[config.mk]
export PLATFORM = sky130hd
export DESIGN_NAME = bus_sec_gate
export DESIGN_NICKNAME = d
export VERILOG_FILES = /design/src/rtl/sec_gate_pkg.sv /design/src/rtl/sec_attrib.sv /design/src/rtl/gate_ctrl.sv /design/src/rtl/irq_latch.sv /design/src/rtl/bus_sec_gate.sv
export SDC_FILE = /design/constraint.sdc
export NUM_CORES = 1
export LEC_CHECK = 0
export ABC_AREA = 0
export CAP_MARGIN = 5
export CORE_AREA = 2 2 68 70
export DETAILED_ROUTE_END_ITERATION = 10
export DIE_AREA = 0 0 70 72
export DONT_BUFFER_PORTS = 1
export GPL_TIMING_DRIVEN = 0
export SYNTH_ARGS = -nofsm -noshare
export SYNTH_HDL_FRONTEND = slang
export SYNTH_SLANG_ARGS = --single-unit
export TNS_END_PERCENT = 50
[constraint.sdc]
create_clock -name clk -period 4.1 [get_ports clk]
set_input_delay 0.41 -clock clk [delete_from_list [all_inputs] [get_ports clk]]
set_output_delay 0.41 -clock clk [all_outputs]
set_load 0.03 [all_outputs]
[src/rtl/sec_gate_pkg.sv]
package sec_gate_pkg;

    // Registered state of the transaction controller
    typedef struct packed {
        logic fwd_busy;   // forwarded request waiting for its downstream response
        logic loc_busy;   // local answer to a refused request is being driven
        logic loc_err;    // error bit captured when the refusal was accepted
    } gate_state_t;

endpackage

[src/rtl/sec_attrib.sv]
module sec_attrib #(
    parameter int AW     = 16,
    parameter int NRANGE = 2,
    parameter logic [NRANGE-1:0][AW-1:0] BASES  = '0,
    parameter logic [NRANGE-1:0][AW-1:0] LIMITS = '0
) (
    input  logic [AW-1:0] addr,
    output logic          is_secure
);

    logic [NRANGE-1:0] hit;

    // One inclusive window comparator per secure range
    for (genvar i = 0; i < NRANGE; i++) begin : g_win
        assign hit[i] = (addr >= BASES[i]) && (addr <= LIMITS[i]);
    end

    assign is_secure = |hit;

endmodule

[src/rtl/gate_ctrl.sv]
module gate_ctrl
    import sec_gate_pkg::*;
(
    input  logic clk,
    input  logic rst_n,
    input  logic req_valid,
    input  logic reject,
    input  logic cfg_err_resp,
    input  logic dn_ready,
    input  logic dn_rsp_valid,
    output logic up_ready,
    output logic dn_valid,
    output logic rej_accept,
    output logic loc_rsp_valid,
    output logic loc_rsp_err
);

    gate_state_t st_d, st_q;
    logic        idle;

    assign idle          = !st_q.fwd_busy && !st_q.loc_busy;
    assign up_ready      = idle && (reject || dn_ready);
    assign dn_valid      = req_valid && !reject && idle;
    assign rej_accept    = req_valid && up_ready && reject;
    assign loc_rsp_valid = st_q.loc_busy;
    assign loc_rsp_err   = st_q.loc_err;

    always_comb begin
        st_d = st_q;
        if (dn_valid && dn_ready) begin
            st_d.fwd_busy = 1'b1;
        end else if (dn_rsp_valid) begin
            st_d.fwd_busy = 1'b0;
        end
        st_d.loc_busy = rej_accept;
        if (rej_accept) begin
            st_d.loc_err = cfg_err_resp;
        end
    end

    always_ff @(posedge clk or negedge rst_n) begin
        if (!rst_n) begin
            st_q <= '0;
        end else begin
            st_q <= st_d;
        end
    end


    loc_rsp_follows_chk: assert property (@(posedge clk) disable iff (!rst_n)
        rej_accept |=> loc_rsp_valid);


    no_second_issue_chk: assert property (@(posedge clk) disable iff (!rst_n)
        (dn_valid && dn_ready) |=> (!up_ready && !dn_valid));

endmodule

[src/rtl/irq_latch.sv]
module irq_latch (
    input  logic clk,
    input  logic rst_n,
    input  logic set,
    input  logic clr,
    output logic irq
);

    logic irq_d, irq_q;

    always_comb begin
        irq_d = irq_q;
        if (set) begin
            irq_d = 1'b1;
        end else if (clr) begin
            irq_d = 1'b0;
        end
    end

    always_ff @(posedge clk or negedge rst_n) begin
        if (!rst_n) begin
            irq_q <= 1'b0;
        end else begin
            irq_q <= irq_d;
        end
    end

    assign irq = irq_q;


    irq_on_refusal_chk: assert property (@(posedge clk) disable iff (!rst_n)
        set |=> irq);


    irq_cleared_chk: assert property (@(posedge clk) disable iff (!rst_n)
        (clr && !set) |=> !irq);

endmodule

[src/rtl/bus_sec_gate.sv]
module bus_sec_gate #(
    parameter int            AW         = 16,
    parameter int            DW         = 32,
    parameter logic [AW-1:0] SEC0_BASE  = 16'h1000,
    parameter logic [AW-1:0] SEC0_LIMIT = 16'h1FFF,
    parameter logic [AW-1:0] SEC1_BASE  = 16'h8000,
    parameter logic [AW-1:0] SEC1_LIMIT = 16'h80FF
) (
    input  logic          clk,
    input  logic          rst_n,
    input  logic          cfg_master_ns,
    input  logic          cfg_err_resp,
    input  logic          irq_clr,
    output logic          irq_out,
    input  logic          up_req_valid,
    output logic          up_req_ready,
    input  logic [AW-1:0] up_addr,
    input  logic          up_write,
    input  logic [DW-1:0] up_wdata,
    output logic          up_rsp_valid,
    output logic          up_rsp_err,
    output logic [DW-1:0] up_rdata,
    output logic          dn_req_valid,
    input  logic          dn_req_ready,
    output logic [AW-1:0] dn_addr,
    output logic          dn_write,
    output logic [DW-1:0] dn_wdata,
    output logic          dn_nonsec,
    input  logic          dn_rsp_valid,
    input  logic          dn_rsp_err,
    input  logic [DW-1:0] dn_rdata
);

    localparam int NRANGE = 2;
    localparam logic [NRANGE-1:0][AW-1:0] BASES  = {SEC1_BASE, SEC0_BASE};
    localparam logic [NRANGE-1:0][AW-1:0] LIMITS = {SEC1_LIMIT, SEC0_LIMIT};

    logic addr_secure;
    logic reject;
    logic rej_accept;
    logic loc_rsp_valid;
    logic loc_rsp_err;

    sec_attrib #(
        .AW     (AW),
        .NRANGE (NRANGE),
        .BASES  (BASES),
        .LIMITS (LIMITS)
    ) u_attrib (
        .addr      (up_addr),
        .is_secure (addr_secure)
    );

    assign reject = cfg_master_ns && addr_secure;

    gate_ctrl u_ctrl (
        .clk           (clk),
        .rst_n         (rst_n),
        .req_valid     (up_req_valid),
        .reject        (reject),
        .cfg_err_resp  (cfg_err_resp),
        .dn_ready      (dn_req_ready),
        .dn_rsp_valid  (dn_rsp_valid),
        .up_ready      (up_req_ready),
        .dn_valid      (dn_req_valid),
        .rej_accept    (rej_accept),
        .loc_rsp_valid (loc_rsp_valid),
        .loc_rsp_err   (loc_rsp_err)
    );

    irq_latch u_irq (
        .clk   (clk),
        .rst_n (rst_n),
        .set   (rej_accept),
        .clr   (irq_clr),
        .irq   (irq_out)
    );

    // Request fields pass through; only valid is gated
    assign dn_addr   = up_addr;
    assign dn_write  = up_write;
    assign dn_wdata  = up_wdata;
    assign dn_nonsec = !addr_secure;

    // Local answer takes the response channel while it is active
    assign up_rsp_valid = loc_rsp_valid || dn_rsp_valid;
    assign up_rsp_err   = loc_rsp_valid ? loc_rsp_err : dn_rsp_err;
    assign up_rdata     = loc_rsp_valid ? '0 : dn_rdata;


    refused_stays_local_chk: assert property (@(posedge clk) disable iff (!rst_n)
        dn_req_valid |-> !(cfg_master_ns && addr_secure));


    refused_reads_zero_chk: assert property (@(posedge clk) disable iff (!rst_n)
        (up_req_valid && up_req_ready && reject) |=> (up_rsp_valid && up_rdata == '0));


    err_captured_chk: assert property (@(posedge clk) disable iff (!rst_n)
        (up_req_valid && up_req_ready && reject) |=> (up_rsp_err == $past(cfg_err_resp)));

endmodule

==> Word level (Yosys, flattened, before mapping) <==
Cells that the tools add are included.
{ "word_totals": {"regBits": 4, "wordCells": 33} }
{ "classes": {"order_cmp": 4, "n_reduce_logical": 19, "muxes": 6} }
{ "ops": {"columns": ["cell", "n"], "rows": [
  ["two-way mux 32 bit", 1],
  ["greater-or-equal comparator 16 x 13 -> 1 bit (second input constant)", 1],
  ["greater-or-equal comparator 16 bit (second input constant)", 1],
  ["<= comparator 16 x 13 -> 1 bit (second input constant)", 1],
  ["<= comparator 16 bit (second input constant)", 1],
  ["logical AND 1 bit", 10],
  ["two-way mux 1 bit", 5],
  ["zero test 1 bit", 4],
  ["nonzero test 2 bit", 2],
  ["logical OR 1 bit", 2],
  ["OR reduction 2 bit", 1]
]} }

==> Logic depth before layout (Yosys ltp) <==
Gate-level depths: netlist of run 1.
{ "depth": {"ltp_word": 9, "depth_mapped": 4, "depth_no_buf": 4} }

==> Cells and area by module <==
From an unflattened synthesis of run 1, not the netlist that was laid out.
{ "unflattened": {"hier_cells": 105, "hier_area_um2": 835.8} }
{ "by_module_without_submodules": {"columns": ["mod", "cells_each", "n_inst", "area_per_inst_um2", "seq_area_each_um2"], "rows": [
  ["bus_sec_gate", 88, 1, 616.8, 0.0],
  ["gate_ctrl", 10, 1, 145.1, 75.1],
  ["sec_attrib", 4, 1, 37.5, 0.0],
  ["irq_latch", 3, 1, 36.3, 25.0]
]} }

==> Worst setup path before layout of run 1 <==
Ideal clock, no wire load.
{ "synth_path": {"path_kind": "input -> output", "from": "input port up_addr[15]", "to": "output port dn_req_valid", "slack_ns": 2.448, "stages": 4, "arrival_ns": 1.242, "path_cell_list": "nor2b_1 -> a21oi_2 -> nor2_1 -> nor2_1"} }
{ "synth_via": {"elab_chain_cells": 7, "elab_cells_between_ends": 11, "cone_classes": "order compare (4); reduce/logical (7)"} }
{ "synth_lines": {"columns": ["item", "line_no", "text"], "rows": [
  ["start: declaration", "bus_sec_gate.sv:17", "input logic [AW-1:0] up_addr,"],
  ["greater-or-equal comparator 16 x 13 -> 1 bit (tied with other cells)", "sec_attrib.sv:15", "assign hit[i] = (addr >= BASES[i]) && (addr <= LIMITS[i]);"],
  ["logical AND 1 bit", "sec_attrib.sv:15", null],
  ["OR reduction 2 bit (*)", "sec_attrib.sv:18", "assign is_secure = |hit;"],
  ["logical AND 1 bit (*)", "bus_sec_gate.sv:54", "assign reject = cfg_master_ns && addr_secure;"],
  ["zero test 1 bit (*)", "gate_ctrl.sv:23", "assign dn_valid = req_valid && !reject && idle;"],
  ["logical AND 1 bit (*) (2 in a row)", "gate_ctrl.sv:23", null],
  ["end: declaration", "bus_sec_gate.sv:23", "output logic dn_req_valid,"]
]} }
Mark *: on every way between the ends. The rest lies on a longest branch, timed or not.

==> Final worst setup path of run 1 <==
{ "layout_path": {"from": "register u_ctrl.st_q (netlist bit u_ctrl.loc_rsp_valid)", "to": "output port up_rdata[23]"} }
{ "layout_via": {"elab_chain_cells": 1} }
{ "layout_lines": {"columns": ["item", "line_no", "text"], "rows": [
  ["start: declaration", "gate_ctrl.sv:18", "gate_state_t st_d, st_q;"],
  ["start signal: assignment", "gate_ctrl.sv:45", "st_q <= st_d;"],
  ["two-way mux 32 bit", "bus_sec_gate.sv:88", "assign up_rdata = loc_rsp_valid ? '0 : dn_rdata;"],
  ["end: declaration", "bus_sec_gate.sv:22", "output logic [DW-1:0] up_rdata,"]
]} }
Every way passes these cells.

==> results.toml, run 1 <==
[status]
status = "finished clean"

[critical_path]
timing.critical_path.fanout_max = 10
depth_of_the_worst_register_to_register_path = 4
worst_ep_required_time_ps = 3690
critical_path_class = "flip-flop to output port"
regToRegSetupSlack_ps = 2580
timing.rr.end = "u_ctrl.loc_rsp_err"
crit_arrival_ps = 1510
timing.rr.start = "u_ctrl.loc_rsp_valid"
critical_path.endpoint_type = "output port"
timing.critical_path.from_type = "flip-flop"

[layout]
most-common-layout-cells = "sky130_fd_sc_hd__buf_4 (49), sky130_fd_sc_hd__nor2b_1 (34), sky130_fd_sc_hd__nor2_1 (4), sky130_fd_sc_hd__dfrtp_1 (4)"
flow.area_growth_from_synthesis_pct = 13.96
final_layout_size_suffix_gt1_share_pct = 51.33
layout.cells.most_common = "sky130_fd_sc_hd__buf_4"
insertedDiodeCount = 0
finish.net_count = 205
final_cell_area_um2 = 949.7
fillCellCount = 483

[logic_synthesis]
synth_simple_gate_area_share_pct = 34.83
yosys.area_share.xor_xnor_pct = 0
largest_family_of_logic_cells_by_synthesized_area = "buffers and inverters"
syn-num-nets = 199
synth-seq-area-share_pct = 12.01
syn-mean-instance-area_um2 = 7.645
post_synth_fa_ha_maj_area_fraction_pct = 0
synthesized_area_fraction_occupied_by_ao_oa_aoi_and_oai_cells_pct = 3.604
postSynthRegisterBits = 4
netlist_area_um2 = 833.3
unique_masters_post_synth = 18
synth.area.mux_share_pct = 3.153
synthesis.yosys.warnings = 0
syn-instance-count = 109

[clock_network]
clockRootBuffer = "sky130_fd_sc_hd__clkbuf_8"
clock-sinks = 4
tritoncts = "yes"
clock_path_buffers = 2
cts_inserted_buffers = 3
clk_pin_slew_ps = 30
clock_latency_ps = 210
cts.htree.levels = 1
cts_setup_buffers = 0

[floorplanning]
initial_core_util_pct = 19.54
design.die.area_um2 = 5040
placeableCoreArea_um2 = 4264
rows = 24
floorplan.die.height_um = 72
die_x_um = 70
io-pin-count = 177

[sta]
final.setup_skew_ps = 0.06155
relSlewSlack_pct = 56.47
post-route-period-util_pct = 46.87
worst-slew-pin-transition_ps = 651.6
drv_slew = 0
min_period_ps = 1921
rsz0062_at_grt = "false"
setup_total_negative_slack_ps = 0
max_freq_mhz = 520.4
setup_violations = 0
hold_violations = 0

[global_routing]
global_route.usage.total_pct = 6.411
grt_overflow = 0
antenna_found_initial = 0
maximum_number_of_pins_on_one_net_before_global_route_repair = 11
grt_pass1_vias = 522
global_route_wire_length_before_repair_mm = 2.477

[power]
p_leak_nw = 0.4735
ir_drop_mv = 0.05761
p_per_area_nw_per_um2 = 306.2

[hold_path]
min_path_cells = 1
hold_start = "dn_rsp_valid"
hold_path_sink = "u_ctrl.st_q[2]"
holdCritPathClass = "primary input to flip-flop"

[placed_design]
place_congestion = 0.6724
dp_hpwl_mm = 2.059
post_dp_cell_area_um2 = 898.4
place.port_buffers = 0

[route]
dr.first_iter.drc_count = 6
dr_vias_cell = 4.170
postRouteWirelength_mm = 2.160
postRouteAntennaNets = 0
drt_wl_cell_um = 13.09
first_pass_iters = 2
drc = 0
vias = 688

[job]
maxCapViolCount = 0
==> metal layers <==
layer	GRT usage [%]	wire [µm]	vias to the layer above
met4	1.282	0	0
met3	2.361	297	0
met5	0	0	-
li1	-	-	295
met1	5.152	530	311
met2	14.29	1332	82
==> worst max-delay path, stage by stage, from the launching register on <==
cell,delay [ps]
sky130_fd_sc_hd__dfrtp_1,470
sky130_fd_sc_hd__clkbuf_1,260
sky130_fd_sc_hd__nor2b_1,570
==> final cells by class <==
type,count,area (µm²),area share (%)
Buffer,52,379.1,39.92
Multi-Input combinational cell,51,346.6,36.50
Sequential cell,4,100.1,10.54
Tap cell,52,65.06,6.851
Clock buffer,3,41.29,4.348
Timing Repair Buffer,1,10.01,1.054
Inverter,2,7.507,0.7905
==> Yosys cell counts <==
cell                       instances  area (µm²)
sky130_fd_sc_hd__nand2b_1          1       6.260
sky130_fd_sc_hd__nor3_4            1       16.27
sky130_fd_sc_hd__nor4_4            1       21.27
sky130_fd_sc_hd__or2_2             1       6.260
sky130_fd_sc_hd__a21o_1            1       7.510
sky130_fd_sc_hd__nor2b_1          34       212.7
sky130_fd_sc_hd__o22ai_1           1       6.260
sky130_fd_sc_hd__nand3_1           1       5.000
sky130_fd_sc_hd__o21a_1            1       7.510
sky130_fd_sc_hd__nor2_1            4       15.01
sky130_fd_sc_hd__dfrtp_1           4       100.1
sky130_fd_sc_hd__nand2_1           2       7.510
sky130_fd_sc_hd__inv_1             2       7.510
sky130_fd_sc_hd__buf_4            49       367.9
sky130_fd_sc_hd__clkbuf_1          3       11.26
sky130_fd_sc_hd__mux2_2            1       11.26
sky130_fd_sc_hd__mux2_4            1       15.01
sky130_fd_sc_hd__a21oi_2           1       8.760
==> through the flow <==
step | hold slack [ps] | total power (W) | instances | utilization [%] | setup slack [ps]
after floorplan | 114.4 | 0.0002045 | 109 | - | 2448
after global placement | 114.5 | 0.0002117 | 161 | 21.07 | 2348
after detailed placement | 114.5 | 0.0002122 | 161 | 21.07 | 2330
after CTS | 321.4 | 0.0002952 | 165 | 22.27 | 2106
after global routing | 310.6 | 0.0003042 | 165 | 22.27 | 2066
final | 325.0 | 0.0002908 | 165 | 22.27 | 2179
==> where the power goes <==
part / switching [W] / internal [W] / total [W]
combinational: 0.000118 / 0.0000482 / 0.000166
clock: 0.0000170 / 0.0000623 / 0.0000793
sequential: 0.00000230 / 0.0000431 / 0.0000454
==> cells by family (layout without fill, tap and decap cells) <==
group,Yosys count,in the layout
buffers and inverters,54,58
AND/OR/NAND/NOR,45,45
AO/OA/AOI/OAI,4,4
flip-flops,4,4
multiplexers,2,2
==> registers in the layout (all words and copies together), names as in the netlist <==
| name | flops |
|---|---|
| u_ctrl.loc_rsp_valid | 1 |
| u_irq.irq | 1 |
| u_ctrl.st_q | 1 |
| u_ctrl.loc_rsp_err | 1 |
==> repair_timing <==
| action | CTS | global route |
|---|---|---|
| hold endpoints to repair | 4 | 0 |
| resized for setup | 0 | 0 |
| hold buffers | 1 | 0 |
| endpoints found under the setup margin | 0 | 0 |
==> worst max path at each step <==
stage,startpoint,cells past startpoint,end,slack [ps]
floorplan,up_addr[15],4,dn_req_valid,2450
global placement,u_ctrl.loc_rsp_valid,2,up_rdata[23],2350
CTS,u_ctrl.loc_rsp_valid,2,up_rdata[23],2110
finish,u_ctrl.loc_rsp_valid,2,up_rdata[23],2180
global route,u_ctrl.loc_rsp_valid,3,dn_req_valid,2070
detailed placement,u_ctrl.loc_rsp_valid,2,up_rdata[23],2330
Note: power is estimated with default switching activity, not from simulation.
==> inputs of run 2 (changes only) <==
- clock period: 4.1 -> 1.6 ns (I/O delays scaled with it)
==> run 2 against run 1 <==
- the flow now finishes with violations (setup timing)
- clock skew unchanged
- global-route usage up 0.20 points
- die area stayed put
- hold slack worse by 250 ps
- sequential power rose to 2.6 times the previous value
- core utilization up 1.1 points
- via count unchanged
- critical endpoint unchanged
==> results.toml, run 2 (synthesized netlist as in run 1, its figures left out) <==
[sta]
setup_violations = 25
relSlewSlack_pct = 55.88
final_critical_path_setup_slack_ps = -79.46
hold_violations = 0
min_period_ps = 1679
worst-slew-pin-transition_ps = 660.5
max_freq_mhz = 595.4
rsz0062_at_grt = "true"
final.setup_skew_ps = 0.06155
drv_slew = 0
post-route-period-util_pct = 105.0

[placed_design]
dp_hpwl_mm = 2.059
place_congestion = 0.6724
place.port_buffers = 0
post_dp_cell_area_um2 = 898.4
pre_cts_worst_setup_slack_ps = 39.67

[power]
p_leak_nw = 0.4915
internal_power_w = 0.0004012
ir_drop_mv = 0.1476
net-switching-power_w = 0.0003537
pwr-share-comb_pct = 57.7
clkPwrFrac_pct = 26.9
part_of_the_power_in_registers_pct = 15.4
p_per_area_nw_per_um2 = 758.9
power.share.switching_pct = 46.85

[layout]
layout.cells.most_common = "sky130_fd_sc_hd__buf_4"
final_layout_size_suffix_gt1_share_pct = 65.49
flow.area_growth_from_synthesis_pct = 19.37
insertedDiodeCount = 0
fillCellCount = 475
area_of_the_multi_input_gates_um2 = 391.6
most-common-layout-cells = "sky130_fd_sc_hd__buf_4 (49), sky130_fd_sc_hd__nor2b_1 (19), sky130_fd_sc_hd__nor2b_2 (15), sky130_fd_sc_hd__dfrtp_1 (4)"
final-seq-area_um2 = 100.1
finish.net_count = 205
final_cell_area_um2 = 994.7

[clock_network]
clock-sinks = 4
cts_inserted_buffers = 3
cts.htree.levels = 1
clock_path_buffers = 2
cts_setup_buffers = 0
clockRootBuffer = "sky130_fd_sc_hd__clkbuf_8"
clk_pin_slew_ps = 30
tritoncts = "yes"
clock_latency_ps = 210

[floorplanning]
rows = 24
design.die.area_um2 = 5040
placeableCoreArea_um2 = 4264
initial_core_util_pct = 19.54
io-pin-count = 177
floorplan.die.height_um = 72
die_x_um = 70

[route]
drt_wl_cell_um = 13.36
dr.first_iter.drc_count = 2
vias = 688
dr_vias_cell = 4.170
postRouteWirelength_mm = 2.205
postRouteAntennaNets = 0
drc = 0
first_pass_iters = 2

[hold_path]
holdCritPathClass = "primary input to flip-flop"

[global_routing]
maximum_number_of_pins_on_one_net_before_global_route_repair = 11
global_route.usage.total_pct = 6.616
grt_pass1_vias = 545
grt_overflow = 0
antenna_found_initial = 0
global_route_wire_length_before_repair_mm = 2.566

[critical_path]
worst_ep_required_time_ps = 1440
timing.rr.end = "u_ctrl.loc_rsp_err"
timing.critical_path.from_type = "flip-flop"
regToRegSetupSlack_ps = 30
timing.rr.start = "u_ctrl.loc_rsp_valid"
critical_path_class = "flip-flop to output port"
critical_path.endpoint_type = "output port"
worstSetupEndpoint = "up_rdata[23]"
depth_of_the_worst_register_to_register_path = 4
timing.critical_path.fanout_max = 10
cp-startpoint = "u_ctrl.loc_rsp_valid"
crit_arrival_ps = 1520

[job]
maxCapViolCount = 0

[status]
violations_in_the_final_reports = "setup timing"
status = "finished with violations"
-- run 2: cell types whose count changed in the layout (fill, tap and decap cells not counted), sizes merged --
cell,delta
buf,+2
clkbuf,-2
-- run 2: worst min path at each step --
stage	cells past startpoint	startpoint	slack, ps	end
6_report	1	dn_rsp_valid	70	u_ctrl.st_q[2]
5_1_grt	1	dn_rsp_valid	60	u_ctrl.st_q[2]
4_1_cts	1	dn_rsp_valid	70	u_ctrl.st_q[2]
3_5_place_dp	0	rst_n	-140	u_irq.irq
3_3_place_gp	0	rst_n	-140	u_irq.irq
2_1_floorplan	0	rst_n	-140	u_ctrl.loc_rsp_err
-- run 2: final cells by class --
| cell class | instances | share of cell area, % |
|---|---|---|
| inverter | 2 | 0.7547 |
| clock buffer | 3 | 4.151 |
| sequential | 4 | 10.06 |
| timing repair buffer | 1 | 1.006 |
| multi-input combinational | 51 | 39.37 |
| buffer | 52 | 38.11 |
| tap | 52 | 6.541 |
-- run 2: power by group through the flow --
stage	Clock [W]	Sequential, W	Combinational [W]
final	0.000203	0.000116	0.000435
after global routing	0.000223	0.000118	0.000449
after CTS	0.000210	0.000117	0.000433
after detailed placement	0	0.000118	0.000426
after global placement	0	0.000118	0.000425
after floorplan	0	0.000116	0.000408
-- run 2: metal layers --
layer  up-vias  part of all wire (%)  GRT usage, %
met4         0                     0         1.282
met5         -                     0             0
met1       311                    24         5.574
met2        82                    62         14.50
met3         0                    14         2.361
li1        295                     -             -
-- run 2: timing repair --
action | CTS | global route
hold endpoints to repair | 4 | 0
setup endpoints to repair | 30 | 32
hold buffers | 1 | 0
gates resized for setup | 7 | 12
-- run 2: metrics by stage --
stage	utilization [%]	setup TNS [ps]	cells	hold slack [ps]	power (W)
3_5_place_dp	21.07	0	161	-135.5	0.0005439
3_3_place_gp	21.07	0	161	-135.5	0.0005424
2_1_floorplan	-	0	109	-135.6	0.0005241
4_1_cts	22.68	-1905	165	71.41	0.0007602
6_report	23.33	-862.9	165	72.67	0.0007549
5_1_grt	23.33	-3316	165	60.95	0.0007895
-- run 2: critical path: stages, from the launching register on --
cell and delay [ps]:
sky130_fd_sc_hd__dfrtp_1 470, sky130_fd_sc_hd__clkbuf_1 260, sky130_fd_sc_hd__nor2b_1 580
==> inputs of run 3 (changes only) <==
- MAX_ROUTING_LAYER: default -> met4
- REMOVE_ABC_BUFFERS: default -> 1
==> run 3 against run 2 <==
- highest routed layer is now met4
- the run now ends clean
- wire length grew 120%
- largest cell class unchanged
- first-iteration DRC count grew to 4.5 times the previous value
- clock power is 2% higher
- sequential power about the same
- total power fell by 30%
- global-route usage is 11 points higher
==> results.toml, run 3 (synthesized netlist as in run 1, its figures left out) <==
[layout]
most-common-layout-cells = "sky130_fd_sc_hd__nor2b_1 (25), sky130_fd_sc_hd__nor2b_2 (9), sky130_fd_sc_hd__clkbuf_8 (3), sky130_fd_sc_hd__buf_4 (3), sky130_fd_sc_hd__dfrtp_1 (3)"
finish.net_count = 157
layout.cells.most_common = "sky130_fd_sc_hd__nor2b_1"
utilization_pct = 15.02
flow.area_growth_from_synthesis_pct = -23.12
final_cell_area_um2 = 640.6
insertedDiodeCount = 0
layoutNonFillerInstCount = 117
fillCellCount = 486
final_layout_size_suffix_gt1_share_pct = 38.46

[global_routing]
maximum_number_of_pins_on_one_net_before_global_route_repair = 18
grt_overflow = 0
grt_pass1_vias = 491
antenna_found_initial = 0
global_route_wire_length_before_repair_mm = 5.526
global_route.usage.total_pct = 18.11

[critical_path]
critical_path.endpoint_type = "output port"
critical_path_class = "flip-flop to output port"
crit_arrival_ps = 1440
timing.critical_path.from_type = "flip-flop"
depth_of_the_worst_register_to_register_path = 4
timing.critical_path.fanout_max = 17
worst_ep_required_time_ps = 1440

[placed_design]
place_congestion = 0.8020
post_dp_cell_area_um2 = 519.2
dp_hpwl_mm = 4.234
placedCellCount = 109
place.port_buffers = 0

[route]
vias = 553
dr.first_iter.drc_count = 9
first_pass_iters = 2
postRouteWirelength_mm = 4.742
drt_wl_cell_um = 40.53
dr_vias_cell = 4.726
drc = 0
postRouteAntennaNets = 0

[power]
p_per_area_nw_per_um2 = 826.0
ir_drop_mv = 0.3522
final_total_power_w = 0.0005291
p_leak_nw = 0.2673

[clock_network]
tritoncts = "yes"
cts_inserted_buffers = 3
cts.htree.levels = 1
clk_pin_slew_ps = 30
clock-sinks = 4
clockRootBuffer = "sky130_fd_sc_hd__clkbuf_8"
clock_path_buffers = 2
clock_latency_ps = 210

[floorplanning]
rows = 24
initial_core_util_pct = 19.54
io-pin-count = 177
floorplan.die.height_um = 72
design.die.area_um2 = 5040
placeableCoreArea_um2 = 4264
die_x_um = 70

[sta]
relSlewSlack_pct = 54.59
rsz0062_at_grt = "true"
final.setup_skew_ps = 0.4602
min_period_ps = 1597
post-route-period-util_pct = 99.79
max_freq_mhz = 626.3
drv_slew = 0
setup_violations = 0
timing.hold.ws_ps = 64.87
worst-slew-pin-transition_ps = 679.7
hold_violations = 0

[hold_path]
min_path_cells = 1
holdCritPathClass = "primary input to flip-flop"

[status]
status = "finished clean"

[job]
maxCapViolCount = 0
## run 3: cell types whose count changed in the layout (fill, tap and decap cells not counted), moves of 2 or more
cell,delta
sky130_fd_sc_hd__buf_4,-46
sky130_fd_sc_hd__nor2b_1,+6
sky130_fd_sc_hd__nor2b_2,-6
sky130_fd_sc_hd__buf_1,-2
## run 3: timing repair
action,4_1_cts,5_1_grt
endpoints found under the setup margin,39,25
hold buffers,1,0
pin swaps,0,1
gates resized for setup,5,9
buffers inserted,4,0
endpoints found under the hold margin,4,0
## run 3: layout make-up
| class | count | area, µm² | area share, % |
|---|---|---|---|
| multi-input combinational | 51 | 379.1 | 59.18 |
| sequential | 4 | 103.9 | 16.21 |
| tap | 52 | 65.06 | 10.16 |
| timing repair buffer | 5 | 43.79 | 6.836 |
| clock buffer | 3 | 41.29 | 6.445 |
| inverter | 2 | 7.507 | 1.172 |
## run 3: final timing paths
kind                                             end  slack, ps                 start
worst max register to register    u_ctrl.loc_rsp_err         40  u_ctrl.loc_rsp_valid
max in group asynchronous       u_ctrl.loc_rsp_valid       1200                 rst_n
worst min register to register    u_ctrl.loc_rsp_err        530    u_ctrl.loc_rsp_err
min in group asynchronous                  u_irq.irq        220                 rst_n
worst max-delay path                     up_rdata[5]          3  u_ctrl.loc_rsp_valid
worst min-delay path                  u_ctrl.st_q[2]         60          dn_rsp_valid
## run 3: metal layers
metal	track usage (%)	part of all wire [%]
met5	-	0
met4	4.701	0.95
met3	30.56	37
met2	30.58	51
met1	5.907	12
## run 3: worst max-delay path, stage by stage (launching register included)
cell                      delay, ps
sky130_fd_sc_hd__dfrtp_4        550
sky130_fd_sc_hd__buf_6          190
sky130_fd_sc_hd__nor2b_1        480
## run 3: report_power, final
group | switching, W | internal [W]
clock | 0.0000482 | 0.000160
combinational | 0.000152 | 0.0000496
sequential | 0.00000826 | 0.000111
total | 0.000209 | 0.000320
## run 3: stage by stage
step           TNS [ps]  setup WS [ps]
2_1_floorplan    -87.09         -61.19
3_3_place_gp      -1024         -325.0
3_5_place_dp      -1333         -369.6
4_1_cts          -26.03         -4.370
5_1_grt          -579.3         -53.73
6_report              0          3.377
